$ cat src/rtl/i2c_fe_pkg.sv
package i2c_fe_pkg;
  localparam int BYTE_W = 8;
  localparam int BIT_CNT_W = 4;
  typedef logic [BYTE_W-1:0] byte_t;
  typedef logic [BIT_CNT_W-1:0] bitcnt_t;
  typedef enum logic [1:0] {
    ENG_IDLE = 2'd0,
    ENG_ADDR = 2'd1,
    ENG_RX   = 2'd2,
    ENG_TX   = 2'd3
  } eng_state_e;
  // bit count marks: after the 8th data clock, and inside the acknowledge slot
  localparam bitcnt_t CNT_FULL = 4'd8;
  localparam bitcnt_t CNT_ACK  = 4'd9;
endpackage

$ cat src/rtl/i2c_fe_line_filter.sv
module i2c_fe_line_filter #(
  parameter int SYNC_STAGES = 2,
  parameter int FILT_CYCLES = 3
) (
  input  logic clk,
  input  logic rst_n,
  input  logic line_raw,
  output logic line_clean
);
  localparam int CW = $clog2(FILT_CYCLES + 1);
  localparam logic [CW-1:0] CNT_LAST = CW'(FILT_CYCLES - 1);

  logic [SYNC_STAGES-1:0] sync_q;
  logic [CW-1:0]          agree_cnt;
  logic                   sync_out;

  assign sync_out = sync_q[SYNC_STAGES-1];

  generate
    if (SYNC_STAGES == 1) begin : g_one
      always_ff @(posedge clk or negedge rst_n) begin
        if (!rst_n) sync_q <= '1;
        else        sync_q <= line_raw;
      end
    end else begin : g_chain
      always_ff @(posedge clk or negedge rst_n) begin
        if (!rst_n) sync_q <= '1;
        else        sync_q <= {sync_q[SYNC_STAGES-2:0], line_raw};
      end
    end
  endgenerate

  // the clean level follows only after FILT_CYCLES consecutive disagreeing samples
  always_ff @(posedge clk or negedge rst_n) begin
    if (!rst_n) begin
      line_clean <= 1'b1;
      agree_cnt  <= '0;
    end else if (sync_out == line_clean) begin
      agree_cnt <= '0;
    end else if (agree_cnt == CNT_LAST) begin
      line_clean <= sync_out;
      agree_cnt  <= '0;
    end else begin
      agree_cnt <= agree_cnt + 1'b1;
    end
  end
endmodule

$ cat src/rtl/i2c_fe_cond_detect.sv
module i2c_fe_cond_detect (
  input  logic clk,
  input  logic rst_n,
  input  logic scl_c,
  input  logic sda_c,
  output logic start_p,
  output logic stop_p,
  output logic scl_rise,
  output logic scl_fall
);
  logic scl_d, sda_d;

  always_ff @(posedge clk or negedge rst_n) begin
    if (!rst_n) begin
      scl_d <= 1'b1;
      sda_d <= 1'b1;
    end else begin
      scl_d <= scl_c;
      sda_d <= sda_c;
    end
  end

  assign start_p  = scl_c & scl_d & sda_d & ~sda_c;
  assign stop_p   = scl_c & scl_d & ~sda_d & sda_c;
  assign scl_rise = scl_c & ~scl_d;
  assign scl_fall = ~scl_c & scl_d;
endmodule

$ cat src/rtl/i2c_fe_addr_cmp.sv
module i2c_fe_addr_cmp #(
  parameter logic [3:0] TYPE_CODE = 4'b1010,
  parameter int SEL_W = 3
) (
  input  logic [7:0]       addr_byte,
  input  logic [SEL_W-1:0] dev_sel,
  output logic             hit
);
  localparam int SEL_LO = 8 - 4 - SEL_W;
  always_comb begin
    hit = (addr_byte[7:4] == TYPE_CODE) &&
          (addr_byte[3:SEL_LO] == dev_sel);
  end
endmodule

$ cat src/rtl/i2c_fe_byte_engine.sv
module i2c_fe_byte_engine
  import i2c_fe_pkg::*;
(
  input  logic   clk,
  input  logic   rst_n,
  input  logic   start_p,
  input  logic   stop_p,
  input  logic   scl_rise,
  input  logic   scl_fall,
  input  logic   sda_c,
  input  logic   addr_hit,
  input  logic   rx_ack,
  input  byte_t  tx_byte,
  input  logic   tx_load,
  output byte_t  shift_q,
  output logic   sda_oe,
  output byte_t  rx_byte,
  output logic   rx_valid,
  output logic   addr_match,
  output logic   rw,
  output logic   master_ack,
  output logic   master_nack
);
  eng_state_e st;
  bitcnt_t    bcnt;
  byte_t      tx_buf;
  byte_t      tx_next;
  logic       acked;

  assign tx_next = tx_load ? tx_byte : tx_buf;

  always_ff @(posedge clk or negedge rst_n) begin
    if (!rst_n) begin
      st          <= ENG_IDLE;
      bcnt        <= '0;
      shift_q     <= '0;
      tx_buf      <= '1;
      acked       <= 1'b0;
      sda_oe      <= 1'b0;
      rx_byte     <= '0;
      rx_valid    <= 1'b0;
      addr_match  <= 1'b0;
      rw          <= 1'b0;
      master_ack  <= 1'b0;
      master_nack <= 1'b0;
    end else begin
      rx_valid    <= 1'b0;
      addr_match  <= 1'b0;
      master_ack  <= 1'b0;
      master_nack <= 1'b0;
      if (tx_load) tx_buf <= tx_byte;

      if (start_p) begin
        st     <= ENG_ADDR;
        bcnt   <= '0;
        sda_oe <= 1'b0;
      end else if (stop_p) begin
        st     <= ENG_IDLE;
        bcnt   <= '0;
        sda_oe <= 1'b0;
      end else begin
        unique case (st)
          ENG_IDLE: ;
          ENG_ADDR, ENG_RX: begin
            if (scl_rise && bcnt < CNT_FULL) begin
              shift_q <= {shift_q[6:0], sda_c};
              bcnt    <= bcnt + 4'd1;
            end else if (scl_fall && bcnt == CNT_FULL) begin
              bcnt <= CNT_ACK;
              if (st == ENG_ADDR) begin
                if (addr_hit) begin
                  sda_oe     <= 1'b1;
                  addr_match <= 1'b1;
                  rw         <= shift_q[0];
                end else begin
                  st   <= ENG_IDLE;
                  bcnt <= '0;
                end
              end else begin
                rx_valid <= 1'b1;
                rx_byte  <= shift_q;
                sda_oe   <= rx_ack;
                acked    <= rx_ack;
              end
            end else if (scl_fall && bcnt == CNT_ACK) begin
              sda_oe <= 1'b0;
              bcnt   <= '0;
              if (st == ENG_ADDR) begin
                if (rw) begin
                  st      <= ENG_TX;
                  shift_q <= tx_next;
                  sda_oe  <= ~tx_next[7];
                end else begin
                  st <= ENG_RX;
                end
              end else if (!acked) begin
                st <= ENG_IDLE;
              end
            end
          end
          ENG_TX: begin
            if (scl_rise) begin
              if (bcnt < CNT_FULL) begin
                bcnt <= bcnt + 4'd1;
              end else if (bcnt == CNT_ACK) begin
                if (!sda_c) begin
                  master_ack <= 1'b1;
                  acked      <= 1'b1;
                end else begin
                  master_nack <= 1'b1;
                  acked       <= 1'b0;
                end
              end
            end else if (scl_fall) begin
              if (bcnt >= 4'd1 && bcnt < CNT_FULL) begin
                shift_q <= {shift_q[6:0], 1'b0};
                sda_oe  <= ~shift_q[6];
              end else if (bcnt == CNT_FULL) begin
                sda_oe <= 1'b0;
                bcnt   <= CNT_ACK;
              end else if (bcnt == CNT_ACK) begin
                bcnt <= '0;
                if (acked) begin
                  shift_q <= tx_next;
                  sda_oe  <= ~tx_next[7];
                end else begin
                  st <= ENG_IDLE;
                end
              end
            end
          end
          default: st <= ENG_IDLE;
        endcase
      end
    end
  end
endmodule

$ cat src/rtl/i2c_tgt_frontend.sv
module i2c_tgt_frontend #(
  parameter int         SYNC_STAGES = 2,
  parameter int         FILT_CYCLES = 3,
  parameter logic [3:0] TYPE_CODE   = 4'b1010
) (
  input  logic       clk,
  input  logic       rst_n,
  input  logic       scl_in,
  input  logic       sda_in,
  output logic       sda_oe,
  input  logic [2:0] dev_sel,
  output logic [7:0] rx_byte,
  output logic       rx_valid,
  input  logic       rx_ack,
  output logic       addr_match,
  output logic       rw,
  input  logic [7:0] tx_byte,
  input  logic       tx_load,
  output logic       master_ack,
  output logic       master_nack,
  output logic       start_det,
  output logic       stop_det
);
  localparam int N_LINES = 2;

  logic [N_LINES-1:0] raw_lines;
  logic [N_LINES-1:0] clean_lines;
  logic scl_clean, sda_clean;
  logic scl_rise, scl_fall;
  logic addr_hit;
  logic [7:0] shift_q;

  assign raw_lines = {sda_in, scl_in};
  assign scl_clean = clean_lines[0];
  assign sda_clean = clean_lines[1];

  generate
    for (genvar i = 0; i < N_LINES; i++) begin : g_line
      i2c_fe_line_filter #(
        .SYNC_STAGES(SYNC_STAGES),
        .FILT_CYCLES(FILT_CYCLES)
      ) u_filt (
        .clk       (clk),
        .rst_n     (rst_n),
        .line_raw  (raw_lines[i]),
        .line_clean(clean_lines[i])
      );
    end
  endgenerate

  i2c_fe_cond_detect u_cond (
    .clk     (clk),
    .rst_n   (rst_n),
    .scl_c   (scl_clean),
    .sda_c   (sda_clean),
    .start_p (start_det),
    .stop_p  (stop_det),
    .scl_rise(scl_rise),
    .scl_fall(scl_fall)
  );

  i2c_fe_addr_cmp #(
    .TYPE_CODE(TYPE_CODE),
    .SEL_W    (3)
  ) u_cmp (
    .addr_byte(shift_q),
    .dev_sel  (dev_sel),
    .hit      (addr_hit)
  );

  i2c_fe_byte_engine u_eng (
    .clk        (clk),
    .rst_n      (rst_n),
    .start_p    (start_det),
    .stop_p     (stop_det),
    .scl_rise   (scl_rise),
    .scl_fall   (scl_fall),
    .sda_c      (sda_clean),
    .addr_hit   (addr_hit),
    .rx_ack     (rx_ack),
    .tx_byte    (tx_byte),
    .tx_load    (tx_load),
    .shift_q    (shift_q),
    .sda_oe     (sda_oe),
    .rx_byte    (rx_byte),
    .rx_valid   (rx_valid),
    .addr_match (addr_match),
    .rw         (rw),
    .master_ack (master_ack),
    .master_nack(master_nack)
  );
endmodule

$ cat config.mk
export PLATFORM = sky130hd
export DESIGN_NAME = i2c_tgt_frontend
export DESIGN_NICKNAME = d
export VERILOG_FILES = /design/src/rtl/i2c_fe_pkg.sv /design/src/rtl/i2c_fe_line_filter.sv /design/src/rtl/i2c_fe_cond_detect.sv /design/src/rtl/i2c_fe_addr_cmp.sv /design/src/rtl/i2c_fe_byte_engine.sv /design/src/rtl/i2c_tgt_frontend.sv
export SDC_FILE = /design/constraint.sdc
export NUM_CORES = 1
export LEC_CHECK = 0
export BUFFER_PORTS_ARGS = -buffer_cell sky130_fd_sc_hd__buf_2
export CAP_MARGIN = 20
export CORE_MARGIN = 10
export CORE_UTILIZATION = 29
export CTS_BUF_LIST = sky130_fd_sc_hd__clkbuf_8
export DETAILED_ROUTE_END_ITERATION = 16
export GPL_TIMING_DRIVEN = 0
export SYNTH_ARGS = -nofsm -noshare
export SYNTH_HDL_FRONTEND = slang
export SYNTH_HIERARCHICAL = 1
export SYNTH_SLANG_ARGS = --single-unit
$ cat constraint.sdc
create_clock -name clk -period 4.8 [get_ports clk]
set_input_delay 0.96 -clock clk [delete_from_list [all_inputs] [get_ports clk]]
set_output_delay 0.96 -clock clk [all_outputs]
set_load 0.05 [all_outputs]
==> impl_results.md <==
- Post-synthesis async set-or-reset flop share: 1.00
- Pwr Density: 576 mW/mm^2
- P_leak: 1.31 nW
- Post-CTS Hold Buffers: 0
- CTS buffer count: 5
- # DRC: 0
- Worst-path cell chain: and4b_1, or2_2, clkbuf_1, or4_1, clkbuf_1, clkbuf_1, nand2_1, o21ai_0
- Synth cell types: 56
- Vias post-DR: 1,891
- RSZ-0062 raised after global routing: false
- Hold Vio Cnt, Final: 0
- Worst min path class: flop to flop
- N_diodes: 0
- Setup bufs post-CTS: 0
- Post-synth net total: 262
- Comb power frac: 0.474
- Clock latency on the worst-skew pair: 0.31 ns
- Highest clock rate: 0.369 GHz
- Share of layout cells above drive strength 1: 0.309
- Resized Gates After CTS: 0
- Crit path required time: about 5 ns
- Initial antenna violation count: 0
- Area of the multi-input gates: between 0.001 and 0.0015 mm^2
- Pre-antenna DRT Iters: 4
- Initial drt markers: 148
- Post-DP HPWL: 4430 um
- Fin cells: slightly below 400
- Count of filler cells inserted in the layout: 897
- Pin count of the biggest net entering global routing: 50
- Layout Skew: approximately 0.0084 ns
- First-pass GRT wire length: 9500 um
- Placement Cell Area: about 0.0029 mm^2
- Endpoints failing setup: 0
- Int Pwr: 0.998 mW
- Cell with the largest stage delay on the worst path: dfstp_2
- Post-Route WL: 5800 um
- Post-synthesis cell area: between 0.002 and 0.003 mm^2
- Storage cell area: around 0.0012 mm^2
- Clock slew at reported path FFs: approximately 0.10 ns
- Clock power frac: 0.148
- Critical path data arrival time: 2.88 ns
- Critical Path Fanout Max: 10
- Clock H-tree levels: 2
- Post-Syn Area per Cell: 11.0 um^2
- ANT nets after route: 0
- Rel. slew slack: 0.494
- Sequential power share: 0.377
- Yosys reg bits: 49
- Die area: approximately 0.013 mm^2
- Routed WL per cell: 15.0 um
- Most frequent cells in the layout: dfrtp_1, buf_2, inv_1, nand2_1
- Commonest non-fill, non-tap cell in the layout: dfrtp_1
- CP Capture Type: flop
- Placed Instances: 377
- Rows: 34
- CTS tree: done
- Final net count: 301
- Chip Width: ~110 um
- Total grt overflow: 0
- Vias per cell: 4.90
- Gpl congestion: 0.918
- CP max stage delay: 0.64 ns
- Post-route cell area: 0.00302 mm^2
- YS warnings: 6
- P_sw: 0.741 mW
- Clock Path Buffers: 2
- Clock sinks: 49
- Vias in the first global route: 1,877
- Seq/Total Area, Yosys: 0.477
- Final Max Slew Viols: 0
- Tcrit/Tclk final: 0.564
- Core footprint: 0.00876 mm^2
- Sw Ratio: 0.426
- IO Pins: 33
- Peak supply drop: between 150 and 200 uV
- MaxCap Viol Count: 0
- GRT Total Usage: 0.0876
- WS Path Type: flop to flop
- Min Tclk post-route: 2.71 ns
- Post-synth EDFFs: 0
- Mapped Cells: 238
- Setup TNS: 0 ns
- Initial Util: 0.298
- IO buf count: 31
- Worst slew pin tran: approximately 0.76 ns
- Root buffer cell: clkbuf_8
- Synthesis-to-layout area growth: 15.5%
- Synth Flop Type: dfrtp_1
- Status: finished, final reports clean
- Crit path launch type: flop
- Most used cell, CP: clkbuf_1
- Die Height: between 100 and 150 um
==> synth_stat cells (all sizes together) (5+ instances only) <==
| cell type | n | area, um^2 |
|---|---|---|
| clkbuf | 10 | 37.5 |
| dfstp | 16 | 420 |
| nor3 | 5 | 25.0 |
| nand3 | 8 | 40.0 |
| mux2 | 18 | 210 |
| nand2 | 17 | 63.8 |
| ha | 7 | 87.6 |
| nor2 | 9 | 33.8 |
| o21ai | 10 | 50.1 |
| mux2i | 12 | 120 |
| inv | 18 | 67.6 |
| dfrtp | 33 | 826 |
==> layout make-up <==
type / instances / area share
Buffer: 13 / 0.0236
Clock buffer: 5 / 0.0228
Clock inverter: 3 / 0.00870
Inverter: 18 / 0.0224
Multi-Input combinational cell: 158 / 0.407
Sequential cell: 49 / 0.413
Tap cell: 108 / 0.0448
Timing Repair Buffer: 32 / 0.0580
==> stage by stage <==
stage | worst slack, ns | util | hold slack [ns] | total power [mW]
global route | 1.89 | 0.345 | 0.369 | 1.86
detailed placement | 1.89 | 0.331 | 0.348 | 1.49
floorplan | 2.19 | - | 0.345 | 1.29
finish | 2.09 | 0.345 | 0.361 | 1.74
global placement | 1.90 | 0.331 | 0.348 | 1.47
CTS | 2.09 | 0.342 | 0.362 | 1.75
==> sequential cells by signal, summed over array words and instances, names as in the netlist <==
register and flops:
u_eng/sda_oe 1, u_eng/rx_valid 1, u_eng/st 2, u_eng/bcnt 4
u_eng/shift_q 8, u_eng/master_ack 1, g_line.u_filt/sync_q 4, u_cond/sda_d 1
u_eng/acked 1, u_cond/scl_d 1, g_line.u_filt/agree_cnt 4, u_eng/tx_buf 8
u_eng/rw 1, u_eng/rx_byte 8, u_eng/addr_match 1, u_eng/master_nack 1
g_line.u_filt/line_clean 2
==> worst max-delay path, delay by kind of cell (launching register included) <==
kind | cells | cell delay, ns
and+or+nand+nor | 4 | 1.25
AOI/OAI and AO/OA | 1 | 0.09
buffers and inverters | 3 | 0.61
DFF | 1 | 0.64
==> final timing paths <==
| check | depth (start not counted) | to | slack, ns | from |
|---|---|---|---|---|
| max | 8 | u_eng/rx_byte[5] | 2.09 | g_line[1].u_filt/line_clean |
| max in group asynchronous | 2 | g_line[0].u_filt/sync_q[1] | 3.78 | rst_n |
| max reg2reg | 8 | u_eng/rx_byte[5] | 2.09 | g_line[1].u_filt/line_clean |
| min reg2reg | 0 | g_line[1].u_filt/sync_q[1] | 0.36 | g_line[1].u_filt/sync_q[0] |
| min | 0 | g_line[1].u_filt/sync_q[1] | 0.36 | g_line[1].u_filt/sync_q[0] |
| min in group asynchronous | 1 | u_eng/acked | 0.48 | rst_n |
==> power by group through the flow <==
stage / sequential, mW / combinational [mW] / clock, mW
2_1_floorplan: 0.736 / 0.554 / 0
3_3_place_gp: 0.662 / 0.805 / 0
3_5_place_dp: 0.668 / 0.821 / 0
4_1_cts: 0.659 / 0.824 / 0.271
5_1_grt: 0.680 / 0.901 / 0.283
6_report: 0.656 / 0.825 / 0.258
==> per-layer routing <==
metal,vias to the layer above,part of all wire,GRT usage
li1,937,-,-
met1,905,0.47,0.113
met2,42,0.48,0.143
met3,7,0.030,0.0146
met4,0,0.019,0.0355
met5,-,0,0
==> logic make-up (layout without fill, tap and decap cells) <==
logic type / Yosys count / in the layout / share of synthesized area
fa+ha+maj: 7 / 7 / 0.0335
xor+xnor: 5 / 5 / 0.0168
simple gates: 68 / 68 / 0.150
buf+inv: 31 / 71 / 0.0531
mux: 30 / 30 / 0.126
compound gates: 48 / 48 / 0.144
flops: 49 / 49 / 0.477
(Power assumes the default switching activity.)
